[config.mk]
export PLATFORM = sky130hd
export DESIGN_NAME = fdc_rate_select_reg
export DESIGN_NICKNAME = d
export VERILOG_FILES = /design/src/rtl/fdc_rate_pkg.sv /design/src/rtl/drs_rate_arb.sv /design/src/rtl/drs_power_ctl.sv /design/src/rtl/drs_srst_pulse.sv /design/src/rtl/fdc_rate_select_reg.sv
export SDC_FILE = /design/constraint.sdc
export NUM_CORES = 1
export LEC_CHECK = 0
export ABC_AREA = 1
export BUFFER_PORTS_ARGS = -buffer_cell sky130_fd_sc_hd__buf_2
export CAP_MARGIN = 20
export CORE_MARGIN = 1
export CORE_UTILIZATION = 26
export CTS_CLUSTER_DIAMETER = 50
export DETAILED_ROUTE_END_ITERATION = 12
export GPL_TIMING_DRIVEN = 0
export PLACE_DENSITY_LB_ADDON = 0.05
export SETUP_SLACK_MARGIN = 0.15
export SYNTH_ARGS = -nofsm -noshare
export SYNTH_HDL_FRONTEND = slang
export SYNTH_SLANG_ARGS = --single-unit
[constraint.sdc]
create_clock -name clk -period 0.8 [get_ports clk]
set_input_delay 0.04 -clock clk [delete_from_list [all_inputs] [get_ports clk]]
set_output_delay 0.04 -clock clk [all_outputs]
set_load 0.01 [all_outputs]
[src/rtl/fdc_rate_pkg.sv]
package fdc_rate_pkg;
  localparam int RATE_W  = 2;
  localparam int PCOMP_W = 3;
  localparam int BYTE_W  = 8;

  // bit positions that software decodes in the byte
  localparam int RATE_LSB  = 0;
  localparam int PCOMP_LSB = 2;
  localparam int RSVD_BIT  = 5;
  localparam int LP_BIT    = 6;
  localparam int SRST_BIT  = 7;

  typedef logic [RATE_W-1:0]  rate_t;
  typedef logic [PCOMP_W-1:0] pcomp_t;
endpackage

[src/rtl/drs_rate_arb.sv]
module drs_rate_arb
  import fdc_rate_pkg::*;
#(
  parameter rate_t RST_RATE = 2'b10
) (
  input  logic  clk,
  input  logic  rst,
  input  logic  own_wr,
  input  rate_t own_rate,
  input  logic  ccr_wr,
  input  rate_t ccr_rate,
  output rate_t rate_q
);
  always_ff @(posedge clk) begin
    if (rst)         rate_q <= RST_RATE;
    else if (own_wr) rate_q <= own_rate;
    else if (ccr_wr) rate_q <= ccr_rate;
  end

  AST_CCR_LOADS: assert property (@(posedge clk) disable iff (rst)
    $past(!rst && ccr_wr && !own_wr) |-> rate_q == $past(ccr_rate));
  AST_OWN_WINS: assert property (@(posedge clk) disable iff (rst)
    $past(!rst && own_wr) |-> rate_q == $past(own_rate));
  AST_RATE_HOLD: assert property (@(posedge clk) disable iff (rst)
    $past(!rst && !own_wr && !ccr_wr) |-> $stable(rate_q));
endmodule

[src/rtl/drs_power_ctl.sv]
module drs_power_ctl (
  input  logic clk,
  input  logic rst,
  input  logic enter_req,
  input  logic exit_req,
  output logic lp_q,
  output logic clk_en_q,
  output logic sep_en_q
);
  logic lp_d;

  always_comb begin
    lp_d = lp_q;
    if (enter_req) lp_d = 1'b1;
    if (exit_req)  lp_d = 1'b0;
  end

  always_ff @(posedge clk) begin
    if (rst) begin
      lp_q     <= 1'b0;
      clk_en_q <= 1'b1;
      sep_en_q <= 1'b1;
    end else begin
      lp_q     <= lp_d;
      clk_en_q <= !lp_d;
      sep_en_q <= !lp_d;
    end
  end

  AST_EXIT_CLEARS: assert property (@(posedge clk) disable iff (rst)
    exit_req |=> !lp_q);
  AST_GATES_OFF: assert property (@(posedge clk) disable iff (rst)
    lp_q |-> (!clk_en_q && !sep_en_q));
  AST_NO_SPURIOUS_EXIT: assert property (@(posedge clk) disable iff (rst)
    (lp_q && !exit_req) |=> lp_q);
endmodule

[src/rtl/drs_srst_pulse.sv]
module drs_srst_pulse (
  input  logic clk,
  input  logic rst,
  input  logic trig,
  output logic pulse_q
);
  always_ff @(posedge clk) begin
    if (rst) pulse_q <= 1'b0;
    else     pulse_q <= trig;
  end

  AST_PULSE_CAUSE: assert property (@(posedge clk) disable iff (rst)
    pulse_q |-> $past(trig));
endmodule

[src/rtl/fdc_rate_select_reg.sv]
module fdc_rate_select_reg
  import fdc_rate_pkg::*;
#(
  parameter logic [RATE_W-1:0]  RST_RATE  = 2'b10,
  parameter logic [PCOMP_W-1:0] RST_PCOMP = 3'b000
) (
  input  logic              clk,
  input  logic              rst,
  input  logic              wr_en,
  input  logic [BYTE_W-1:0] wr_data,
  input  logic              ccr_wr_en,
  input  logic [RATE_W-1:0] ccr_rate,
  input  logic              data_acc,
  input  logic              stat_acc,
  output logic [BYTE_W-1:0] shadow,
  output logic [RATE_W-1:0] rate,
  output logic [PCOMP_W-1:0] pcomp,
  output logic              low_power,
  output logic              clk_gate_en,
  output logic              sep_en,
  output logic              soft_rst
);
  logic srst_req, lp_enter, lp_exit;

  assign srst_req = wr_en && wr_data[SRST_BIT];
  assign lp_enter = wr_en && wr_data[LP_BIT];
  assign lp_exit  = srst_req || data_acc || stat_acc;

  drs_rate_arb #(.RST_RATE(RST_RATE)) u_rate (
    .clk      (clk),
    .rst      (rst),
    .own_wr   (wr_en),
    .own_rate (wr_data[RATE_LSB +: RATE_W]),
    .ccr_wr   (ccr_wr_en),
    .ccr_rate (ccr_rate),
    .rate_q   (rate)
  );

  always_ff @(posedge clk) begin
    if (rst)        pcomp <= RST_PCOMP;
    else if (wr_en) pcomp <= wr_data[PCOMP_LSB +: PCOMP_W];
  end

  drs_power_ctl u_pwr (
    .clk       (clk),
    .rst       (rst),
    .enter_req (lp_enter),
    .exit_req  (lp_exit),
    .lp_q      (low_power),
    .clk_en_q  (clk_gate_en),
    .sep_en_q  (sep_en)
  );

  drs_srst_pulse u_srst (
    .clk     (clk),
    .rst     (rst),
    .trig    (srst_req),
    .pulse_q (soft_rst)
  );

  // reserved bit and self-clearing reset bit always read back as zero
  always_comb begin
    shadow                            = '0;
    shadow[RATE_LSB +: RATE_W]        = rate;
    shadow[PCOMP_LSB +: PCOMP_W]      = pcomp;
    shadow[LP_BIT]                    = low_power;
    shadow[RSVD_BIT]                  = 1'b0;
    shadow[SRST_BIT]                  = 1'b0;
  end

  AST_PCOMP_WRITE: assert property (@(posedge clk) disable iff (rst)
    $past(!rst && wr_en) |-> pcomp == $past(wr_data[PCOMP_LSB +: PCOMP_W]));
  AST_PCOMP_HOLD: assert property (@(posedge clk) disable iff (rst)
    $past(!rst && !wr_en) |-> $stable(pcomp));
  AST_SRST_EXITS_LP: assert property (@(posedge clk) disable iff (rst)
    soft_rst |-> !low_power);
endmodule

==> results of run 1 <==
worst min-delay path, stage by stage:
cell	delay, ps
buf_2	70
nor2_1	30
nor2_1	80
cell families (layout without fill, tap and decap cells):
group	Yosys count	count (layout)	share of synthesized area, %
AO/OA/AOI/OAI	5	5	7.32
buffers and inverters	14	47	24.5
flip-flops	8	8	40.8
other	1	2	0.954
AND/OR/NAND/NOR	20	20	26.4
cells in the mapped netlist:
cell type / n
a21oi_1: 1
o21ai_0: 2
nand3_1: 4
nor2_2: 1
buf_6: 1
dfxtp_1: 8
inv_1: 2
nand3_2: 1
inv_2: 1
conb_1: 1
nor2_4: 1
nand2_1: 4
inv_4: 1
a21oi_2: 1
nand2_4: 1
nor2_1: 8
buf_4: 9
o21ai_1: 1
routing by layer:
metal	vias up	track usage [%]	wire length [um]
met2	22	14.5	396
met4	0	7.50	0
met1	165	14.2	374
met5	-	0	0
met3	0	4.89	86
li1	210	-	-
through the flow:
step / cells / area [um2] / worst slack [ps] / util [%]
5_1_grt: 97 / 717 / -71.5 / 53.1
3_5_place_dp: 92 / 557 / 172 / 41.2
6_report: 97 / 717 / -44.4 / 53.1
2_1_floorplan: 49 / 398 / 163 / -
4_1_cts: 97 / 687 / -47.9 / 50.9
3_3_place_gp: 92 / 557 / 174 / 41.2
registers in the layout, indices dropped and copies added (netlist names):
register	cells
pcomp	3
u_pwr.lp_q	1
u_pwr.sep_en_q	1
u_rate.rate_q	2
u_srst.pulse_q	1
what timing repair did:
item                                   in CTS  in global routing
pin swaps                                   1                  1
endpoints found under the hold margin       1                  0
setup endpoints to repair                  15                 20
setup buffers                               1                  0
hold buffers                                1                  0
resized for setup                          22                  8
layout by cell type (no fill, tap or decap):
cell type | netlist | layout
dlygate4sd3_1 | 0 | 1
conb_1 | 1 | 2
nor2_2 | 1 | 1
a21oi_2 | 1 | 1
clkbuf_4 | 0 | 3
nand3_1 | 4 | 4
inv_1 | 2 | 2
nor2_4 | 1 | 1
inv_2 | 1 | 1
nand3_2 | 1 | 1
o21ai_1 | 1 | 3
dfxtp_2 | 0 | 8
buf_6 | 1 | 22
nand2_4 | 1 | 1
buf_2 | 0 | 15
nor2_1 | 8 | 8
buf_4 | 9 | 2
a21oi_1 | 1 | 1
inv_4 | 1 | 1
nand2_1 | 4 | 4
power by group through the flow:
stage	combinational (mW)	sequential (mW)	clock [mW]
6_report	0.257	0.445	0.312
5_1_grt	0.285	0.447	0.346
4_1_cts	0.243	0.441	0.331
3_5_place_dp	0.200	0.442	0
3_3_place_gp	0.198	0.442	0
2_1_floorplan	0.105	0.452	0
how the worst max path moves through the flow:
stage | to | start | cells past startpoint | slack (ps)
global route | shadow[1] | u_rate.rate_q[1] | 2 | -70
CTS | shadow[4] | pcomp[2] | 2 | -50
global placement | u_pwr.sep_en_q | u_pwr.lp_q | 3 | 170
finish | shadow[4] | pcomp[2] | 2 | -40
detailed placement | u_pwr.sep_en_q | u_pwr.lp_q | 3 | 170
floorplan | pcomp[2] | pcomp[2] | 2 | 160
cell type report:
class	instances	area, um2	area share, %
clock buffers	3	22.5	3.14
flip-flops and latches	8	170	23.7
plain buffers	10	105	14.7
repair buffers	30	243	33.9
inverters	4	17.5	2.44
well taps	15	18.8	2.62
multi-input cells	27	140	19.5
==> summary.md, run 1 <==
| Metric | Value |
|---|---|
| Status | finished with violations |
| Failing checks | negative setup slack |
| Setup WS post-layout | -44.4 ps |
| Top post-synthesis cells by area | dfxtp_1, buf_4, nor2_1 |
| Num Clock Sinks | 8 |
| Hold Crit Start | wr_data[2] |
| WHS Endpoint | pcomp[0] |
| Initial antenna violation count | 0 |
| Final setup vio count | 7 |
| Switching Fraction | 25.7% |
| Synth Cell Area | 393 um2 |
| Die area | 1670 um2 |
| Chip Width | 40.9 um |
| Worst Setup Start Kind | register |
| Synth top area share | 40.8% |
| Comb power frac | 25.3% |
| Mapped Avg Cell Area | 8.18 um2 |
| R2r setup slk | 80 ps |
| Pwr Density | 1410 nW/um2 |
| Max-cap violations | 0 |
| Crit path DAT | 800 ps |
| Worst-skew pair later-pin latency | 250 ps |
| Port bufs | 28 |
| Final hold violation count | 0 |
| Hold Crit Depth | 3 |
| Leak pwr | 0.365 nW |
| CP Data Required Time | 760 ps |
| CTS tree | yes |
| Ant. Diodes | 0 |
| CP peak stage delay | 340 ps |
| Hold crit path type | input pin to register |
| RSZ-0062 raised after global routing | yes |
| Post-Syn Instances | 48 |
| Max VDD drop | 0.802 mV |
| R2r endpoint | u_pwr.sep_en_q |
| Root buf cell | clkbuf_4 |
| Vias post-DR | 397 |
| DR vias/cell | 4.09 |
| Final hold slack | 11.9 ps |
| Max-slew violation count | 0 |
| Fmax | 1.18 GHz |
| Antenna viol nets, final | 0 |
| Avg WL per Cell | 8.82 um |
| Crit path cell chain | buf_6, buf_6 |
| Area growth syn-to-layout | 82.5% |
| Nets | 100 |
| GRT Util Overall | 11.0% |
| Pint | 0.753 mW |
| Max Clock Skew | 0.0275 ps |
| Reg-to-reg critical path startpoint | u_pwr.lp_q |
| Crit share post-route | 106% |
| Yosys reg bits | 8 |
| Register area share after synthesis | 40.8% |
| CP Max Fanout | 3 |
| CP max-delay cell | dfxtp_2 |
| TritonCTS Buffers | 3 |
| Initial DRC Count | 2 |
| Rows | 13 |
| Clk buf depth | 2 |
| Largest area contributor in the netlist | dfxtp_1 |
| I/O pin total | 33 |
| H-tree depth | 1 |
| Reg clk slew, reported paths | 60 ps |
| Overall Power | 1.01 mW |
| Fill cells | 140 |
| Final setup TNS | -249 ps |
| Starting Density | 29.1% |
| Final wirelength | 856 um |
| Clock power share | 30.8% |
| First-pass iteration count of the detailed router | 4 |
| Ys Warns | 0 |
| Final RePlAce weighted congestion | 0.600 |
| First-pass GRT wire length | 1140 um |
| Pin count of the biggest net entering global routing | 10 |
| Reg power frac | 43.9% |
| Most frequent CP cell | buf_6 |
| Crit end category | output pin |
| Yosys cell types | 18 |
| Setup CP Type | register to output pin |
| Grt ovf | 0 |
| FF-to-FF path depth | 4 |
| Core Footprint | 1350 um2 |
| Vert. Die Dim | 40.9 um |
| Sw Pwr | 0.260 mW |
| DR DRC count | 0 |
| CP top delay family | flip-flops |
| Vias in the first global route | 286 |
| Share of post-route cells with drive strength above 1 | 69.5% |
| Final Critical Period | 844 ps |
| Critical path buffer and inverter count | 2 |
Power figures use the tool's default switching activity.
==> run 2, diff against run 1 <==
==> constraint.sdc (replaced) <==
create_clock -name clk -period 0.8 [get_ports clk]
set_input_delay 0.04 -clock clk [delete_from_list [all_inputs] [get_ports clk]]
set_output_delay 0.04 -clock clk [all_outputs]
set_load 0.1 [all_outputs]
==> summary.md, run 2 (synthesis gave the netlist of run 1 again) <==
| Metric | Value |
|---|---|
| Status | finished with violations |
| Failing checks | negative setup slack |
| Max VDD drop | 0.859 mV (+7.1%) |
| Crit path cell chain | buf_12, buf_12 |
| Setup WS post-layout | -122 ps (-78.0 ps) |
| Vias post-DR | 392 (-1.3%) |
| I/O pin total | 33 (unchanged) |
| Setup CP Type | register to output pin |
| Initial antenna violation count | 0 (unchanged) |
| Setup Slack @ Placement | -80.9 ps (-253 ps) |
| RSZ-0062 raised after global routing | yes |
| GRT Util Overall | 12.5% (+1.4 points) |
| First-pass iteration count of the detailed router | 4 (unchanged) |
| Initial DRC Count | 2 (unchanged) |
| CP max-delay cell | dfxtp_4 |
| Largest Register | pcomp |
| Starting Density | 29.1% (unchanged) |
| Leak pwr | 0.433 nW (+19%) |
| Commonest non-fill, non-tap cells in the layout | buf_12, buf_2, nor2_1, dfxtp_4, buf_8 |
| CP Data Required Time | 760 ps (about the same) |
| Crit path capture | shadow[3] |
| Final setup vio count | 14 (+7) |
| Hold crit path type | input pin to register |
| Most common cell after layout, fill and taps aside | buf_12 |
| Final wirelength | 890 um (+4.0%) |
| Dpl hpwl | 656 um |
| Clk buf depth | 2 (unchanged) |
| Overall Power | 1.42 mW (+40%) |
| Final RePlAce weighted congestion | 0.631 (+5.3%) |
| CP Max Fanout | 3 (unchanged) |
| Ant. Diodes | 0 (unchanged) |
| R2r endpoint | u_pwr.lp_q |
| Reg clk slew, reported paths | 50 ps (about the same) |
| Grt ovf | 0 (unchanged) |
| Pin count of the biggest net entering global routing | 10 (unchanged) |
| Max-slew violation count | 0 (unchanged) |
| CP startpoint | pcomp[1] |
| Area growth syn-to-layout | 134% |
| Most frequent CP cell | buf_12 |
| DR vias/cell | 4.04 (-1.3%) |
| Nets | 100 (unchanged) |
| Top Registers | pcomp x3, u_rate.rate_q x2 |
| Pwr Density | 1540 nW/um2 (+9.2%) |
| Die area | 1670 um2 (unchanged) |
| Share of post-route cells with drive strength above 1 | 72.0% (+2.4 points) |
| CTS tree | yes |
| Chip Width | 40.9 um (unchanged) |
| Antenna viol nets, final | 0 (unchanged) |
| Max Clock Skew | 0.0185 ps (-0.00899 ps) |
| DR DRC count | 0 (unchanged) |
| H-tree depth | 1 (unchanged) |
| Max-cap violations | 0 (unchanged) |
| Root buf cell | clkbuf_4 |
| Final setup TNS | -1170 ps (-920 ps) |
| First-pass GRT wire length | 1310 um (+15%) |
| Reg-to-reg critical path startpoint | u_pwr.lp_q |
| Port bufs | 28 (unchanged) |
| Vert. Die Dim | 40.9 um (unchanged) |
| Crit share post-route | 115% (+9.7 points) |
| Final hold violation count | 0 (unchanged) |
| Num Clock Sinks | 8 (unchanged) |
| FF-to-FF path depth | 3 (-1) |
| Worst-skew pair later-pin latency | 240 ps (about the same) |
| Core Footprint | 1350 um2 (unchanged) |
| Fmax | 1.08 GHz (-8.5%) |
| Max reg flops | 3 (unchanged) |
| CP peak stage delay | 360 ps (+20 ps) |
| Final Critical Period | 922 ps (+78.0 ps) |
| TritonCTS Buffers | 3 (unchanged) |
| Worst Setup Start Kind | register |
| R2r setup slk | 80 ps (about the same) |
| Crit end category | output pin |
| Avg WL per Cell | 9.18 um (+4.0%) |
| Vias in the first global route | 358 (+25%) |
| Rows | 13 (unchanged) |
| Crit path DAT | 880 ps (+80 ps) |
-- run 2: changes by cell type in the layout (fill, tap and decap cells not counted), moves of 2 or more --
cell / change
dfxtp_4: +8
buf_8: +4
buf_12: +17
buf_6: -19
buf_2: -2
dfxtp_2: -8
-- run 2: worst min path at each step --
| stage | slack, ps | depth (start not counted) | startpoint | endpoint |
|---|---|---|---|---|
| CTS | 10 | 3 | wr_data[3] | pcomp[1] |
| finish | 20 | 3 | wr_data[2] | pcomp[0] |
| global route | 10 | 3 | wr_data[3] | pcomp[1] |
| floorplan | 100 | 1 | rst | u_srst.pulse_q |
| detailed placement | 240 | 2 | rst | u_srst.pulse_q |
| global placement | 240 | 2 | rst | u_srst.pulse_q |
-- run 2: timing repair --
action	4_1_cts	5_1_grt
pin swaps	1	2
endpoints found under the hold margin	1	0
hold buffers	1	0
gates resized for setup	53	6
setup buffers	1	0
endpoints found under the setup margin	15	20
-- run 2: per-stage QoR --
step / area [um2] / util (%) / std cells / hold slack, ps
final: 921 / 68.2 / 97 / 19.1
after global routing: 921 / 68.2 / 97 / 12.7
after CTS: 897 / 66.5 / 97 / 12.7
after detailed placement: 663 / 49.1 / 92 / 242
after global placement: 663 / 49.1 / 92 / 235
after floorplan: 504 / - / 49 / 102
-- run 2: cell type report --
class	instances	area (um2)
fillers	115	429
repair buffers	30	368
flip-flops and latches	8	190
plain buffers	10	156
multi-input cells	27	148
clock buffers	3	22.5
well taps	15	18.8
inverters	4	17.5
-- run 2: where the power goes --
group / leakage [nW] / total (mW) / internal, mW / switching, mW
logic: 0.349 / 0.681 / 0.261 / 0.419
registers: 0.0700 / 0.445 / 0.410 / 0.0346
clock network: 0.0138 / 0.296 / 0.171 / 0.125
total: 0.433 / 1.42 / 0.842 / 0.579
-- run 2: layer usage --
layer / up-vias / wire length [um] / track usage [%]
li1: 209 / - / -
met3: 0 / 62 / 4.89
met4: 0 / 0 / 7.50
met2: 16 / 492 / 21.9
met5: - / 0 / 0
met1: 167 / 335 / 12.1
-- run 2: critical path, delay by kind of cell (launching register included) --
kind / cells / cell delay (ps)
DFF: 1 / 360
buffers and inverters: 2 / 270
==> run 3, diff against run 2 <==
--- a/config.mk
+++ b/config.mk
@@ -8,13 +8,14 @@
 export ABC_AREA = 1
 export BUFFER_PORTS_ARGS = -buffer_cell sky130_fd_sc_hd__buf_2
 export CAP_MARGIN = 20
-export CORE_MARGIN = 1
-export CORE_UTILIZATION = 26
+export CORE_AREA = 2 2 39 41
 export CTS_CLUSTER_DIAMETER = 50
 export DETAILED_ROUTE_END_ITERATION = 12
+export DIE_AREA = 0 0 41 43
 export GPL_TIMING_DRIVEN = 0
 export PLACE_DENSITY_LB_ADDON = 0.05
 export SETUP_SLACK_MARGIN = 0.15
 export SYNTH_ARGS = -nofsm -noshare
 export SYNTH_HDL_FRONTEND = slang
 export SYNTH_SLANG_ARGS = --single-unit
+export TNS_END_PERCENT = 1
==> summary.md, run 3 (synthesis gave the netlist of run 1 again) <==
| Metric | Value |
|---|---|
| Pin count of the biggest net entering global routing | 10 (unchanged) |
| Starting Density | 28.4% (-0.71 points) |
| Setup Slack @ Placement | -79.0 ps (+1.98 ps) |
| Leak pwr | 0.418 nW (-3.4%) |
| Share of post-route cells with drive strength above 1 | 68.7% (-3.3 points) |
| Non-Filler Instances | 99 (+2.1%) |
| Largest Register | pcomp |
| CP top delay family | flip-flops |
| R2r setup slk | 60 ps (-20 ps) |
| Avg WL per Cell | 9.54 um (+3.9%) |
| Port bufs | 28 (unchanged) |
| Overall Power | 1.44 mW (+1.1%) |
| Grt ovf | 0 (unchanged) |
| Chip Width | 41 um (+0.32%) |
| Max VDD drop | 1.11 mV (+30%) |
| Reg-to-reg critical path startpoint | u_pwr.lp_q |
| Pwr Density | 1620 nW/um2 (+5.0%) |
| Root buf cell | clkbuf_4 |
| CP max-delay cell | dfxtp_4 |
| Final RePlAce weighted congestion | 0.657 (+4.0%) |
| Hold Crit Start | wr_data[3] |
| Fill cells | 122 (+6.1%) |
| Final wirelength | 944 um (+6.1%) |
| CP Max Fanout | 2 (-1) |
| Core Footprint | 1380 um2 (+2.5%) |
| TritonCTS Buffers | 3 (unchanged) |
| Worst-skew pair later-pin latency | 250 ps (about the same) |
| Status | finished with violations |
| Crit share post-route | 116% (+0.94 points) |
| RSZ-0062 raised after global routing | yes |
| Max Clock Skew | 0.0367 ps (+0.0183 ps) |
| Hold Crit Depth | 3 (unchanged) |
| Nets | 100 (unchanged) |
| Max reg flops | 3 (unchanged) |
| Most common cell after layout, fill and taps aside | buf_2 |
| CP peak stage delay | 360 ps (about the same) |
| First-pass iteration count of the detailed router | 1 (-3) |
| Footprint of the multi-input gates | 140 um2 (-5.1%) |
| Setup WS post-layout | -130 ps (-7.49 ps) |
| Vias post-DR | 395 (+0.77%) |
| H-tree depth | 1 (unchanged) |
| Num Clock Sinks | 8 (unchanged) |
| Crit end category | output pin |
| Ant. Diodes | 0 (unchanged) |
| Vias in the first global route | 355 (-0.84%) |
| Initial antenna violation count | 0 (unchanged) |
| Antenna viol nets, final | 0 (unchanged) |
| Worst Setup Start Kind | register |
| Vert. Die Dim | 43 um (+5.2%) |
| First-pass GRT wire length | 1500 um (+14%) |
| GRT Util Overall | 13.1% (+0.59 points) |
| Critical path buffer and inverter count | 2 (unchanged) |
| I/O pin total | 33 (unchanged) |
| Placed cell area | 637 um2 (-4.0%) |
| Initial DRC Count | 0 (-2) |
| Clk buf depth | 2 (unchanged) |
| Final setup vio count | 14 (unchanged) |
| Hold crit path type | input pin to register |
| DR DRC count | 0 (unchanged) |
| Crit path cell chain | buf_8, buf_12 |
| Final setup TNS | -1190 ps (-25.1 ps) |
| # placed instances | 93 (+1.1%) |
| Top Registers | pcomp x3, u_rate.rate_q x2 |
| Area growth syn-to-layout | 126% |
| Final Critical Period | 930 ps (+7.49 ps) |
| Failing checks | negative setup slack |
| Setup CP Type | register to output pin |
| Design Area, Final | 887 um2 (-3.7%) |
| CTS tree | yes |
| Dpl hpwl | 697 um (+6.1%) |
| WHS Endpoint | pcomp[1] |
| Rows | 14 (+1) |
| Final hold violation count | 0 (unchanged) |
| Reg clk slew, reported paths | 60 ps (about the same) |
| FF-to-FF path depth | 3 (unchanged) |
| Fmax | 1.08 GHz (-0.81%) |
| DR vias/cell | 3.99 (-1.3%) |
| R2r endpoint | u_pwr.lp_q |
| Crit path DAT | 890 ps (about the same) |
| Storage element area | 188 um2 (-1.3%) |
| CP startpoint | u_pwr.sep_en_q |
| Commonest non-fill, non-tap cells in the layout | buf_2, buf_12, buf_8 |
| Max-cap violations | 0 (unchanged) |
| Max-slew violation count | 0 (unchanged) |
| Die area | 1760 um2 (+5.5%) |
| CP Data Required Time | 760 ps (about the same) |
-- run 3: worst max-delay path by stage --
stage	slack [ps]	to	cells past startpoint
global placement	-70	shadow[6]	2
CTS	-130	shadow[1]	2
floorplan	-20	u_pwr.sep_en_q	3
global route	-150	sep_en	2
detailed placement	-80	shadow[6]	2
finish	-130	sep_en	2
-- run 3: tightest hold or removal path, delay by kind of cell --
kind | cells | cell delay, ps
and+or+nand+nor | 2 | 110
buffers and inverters | 1 | 80
-- run 3: final cells by class --
type | instances | share of cell area [%]
repair buffers | 30 | 41.0
flip-flops and latches | 8 | 21.2
inverters | 4 | 1.97
plain buffers | 10 | 14.8
clock buffers | 4 | 2.96
multi-input cells | 27 | 15.8
well taps | 16 | 2.26
-- run 3: per-stage QoR --
| step | utilization [%] | hold WS, ps |
|---|---|---|
| floorplan | - | 104 |
| global placement | 46.0 | 236 |
| detailed placement | 46.0 | 238 |
| CTS | 62.9 | 2.94 |
| global route | 64.1 | 15.6 |
| finish | 64.1 | 6.41 |
-- run 3: report_power, final --
part	leakage [nW]	switching, mW	internal, mW
clock network	0.0150	0.141	0.191
registers	0.0697	0.0306	0.412
logic	0.334	0.417	0.246
-- run 3: what timing repair did --
action / CTS / global route
buffers inserted: 1 / 0
hold buffers: 1 / 0
pin swaps: 2 / 2
endpoints found under the setup margin: 16 / 22
gates resized for setup: 52 / 4
hold endpoints to repair: 1 / 0
-- run 3: per-layer routing --
metal  wire (um)  global-route usage, %  vias up
met5           0                      0        -
met2         525                   21.9       17
met1         347                   13.2      168
met4           0                   8.00        0
li1            -                      -      210
met3          70                   3.66        0
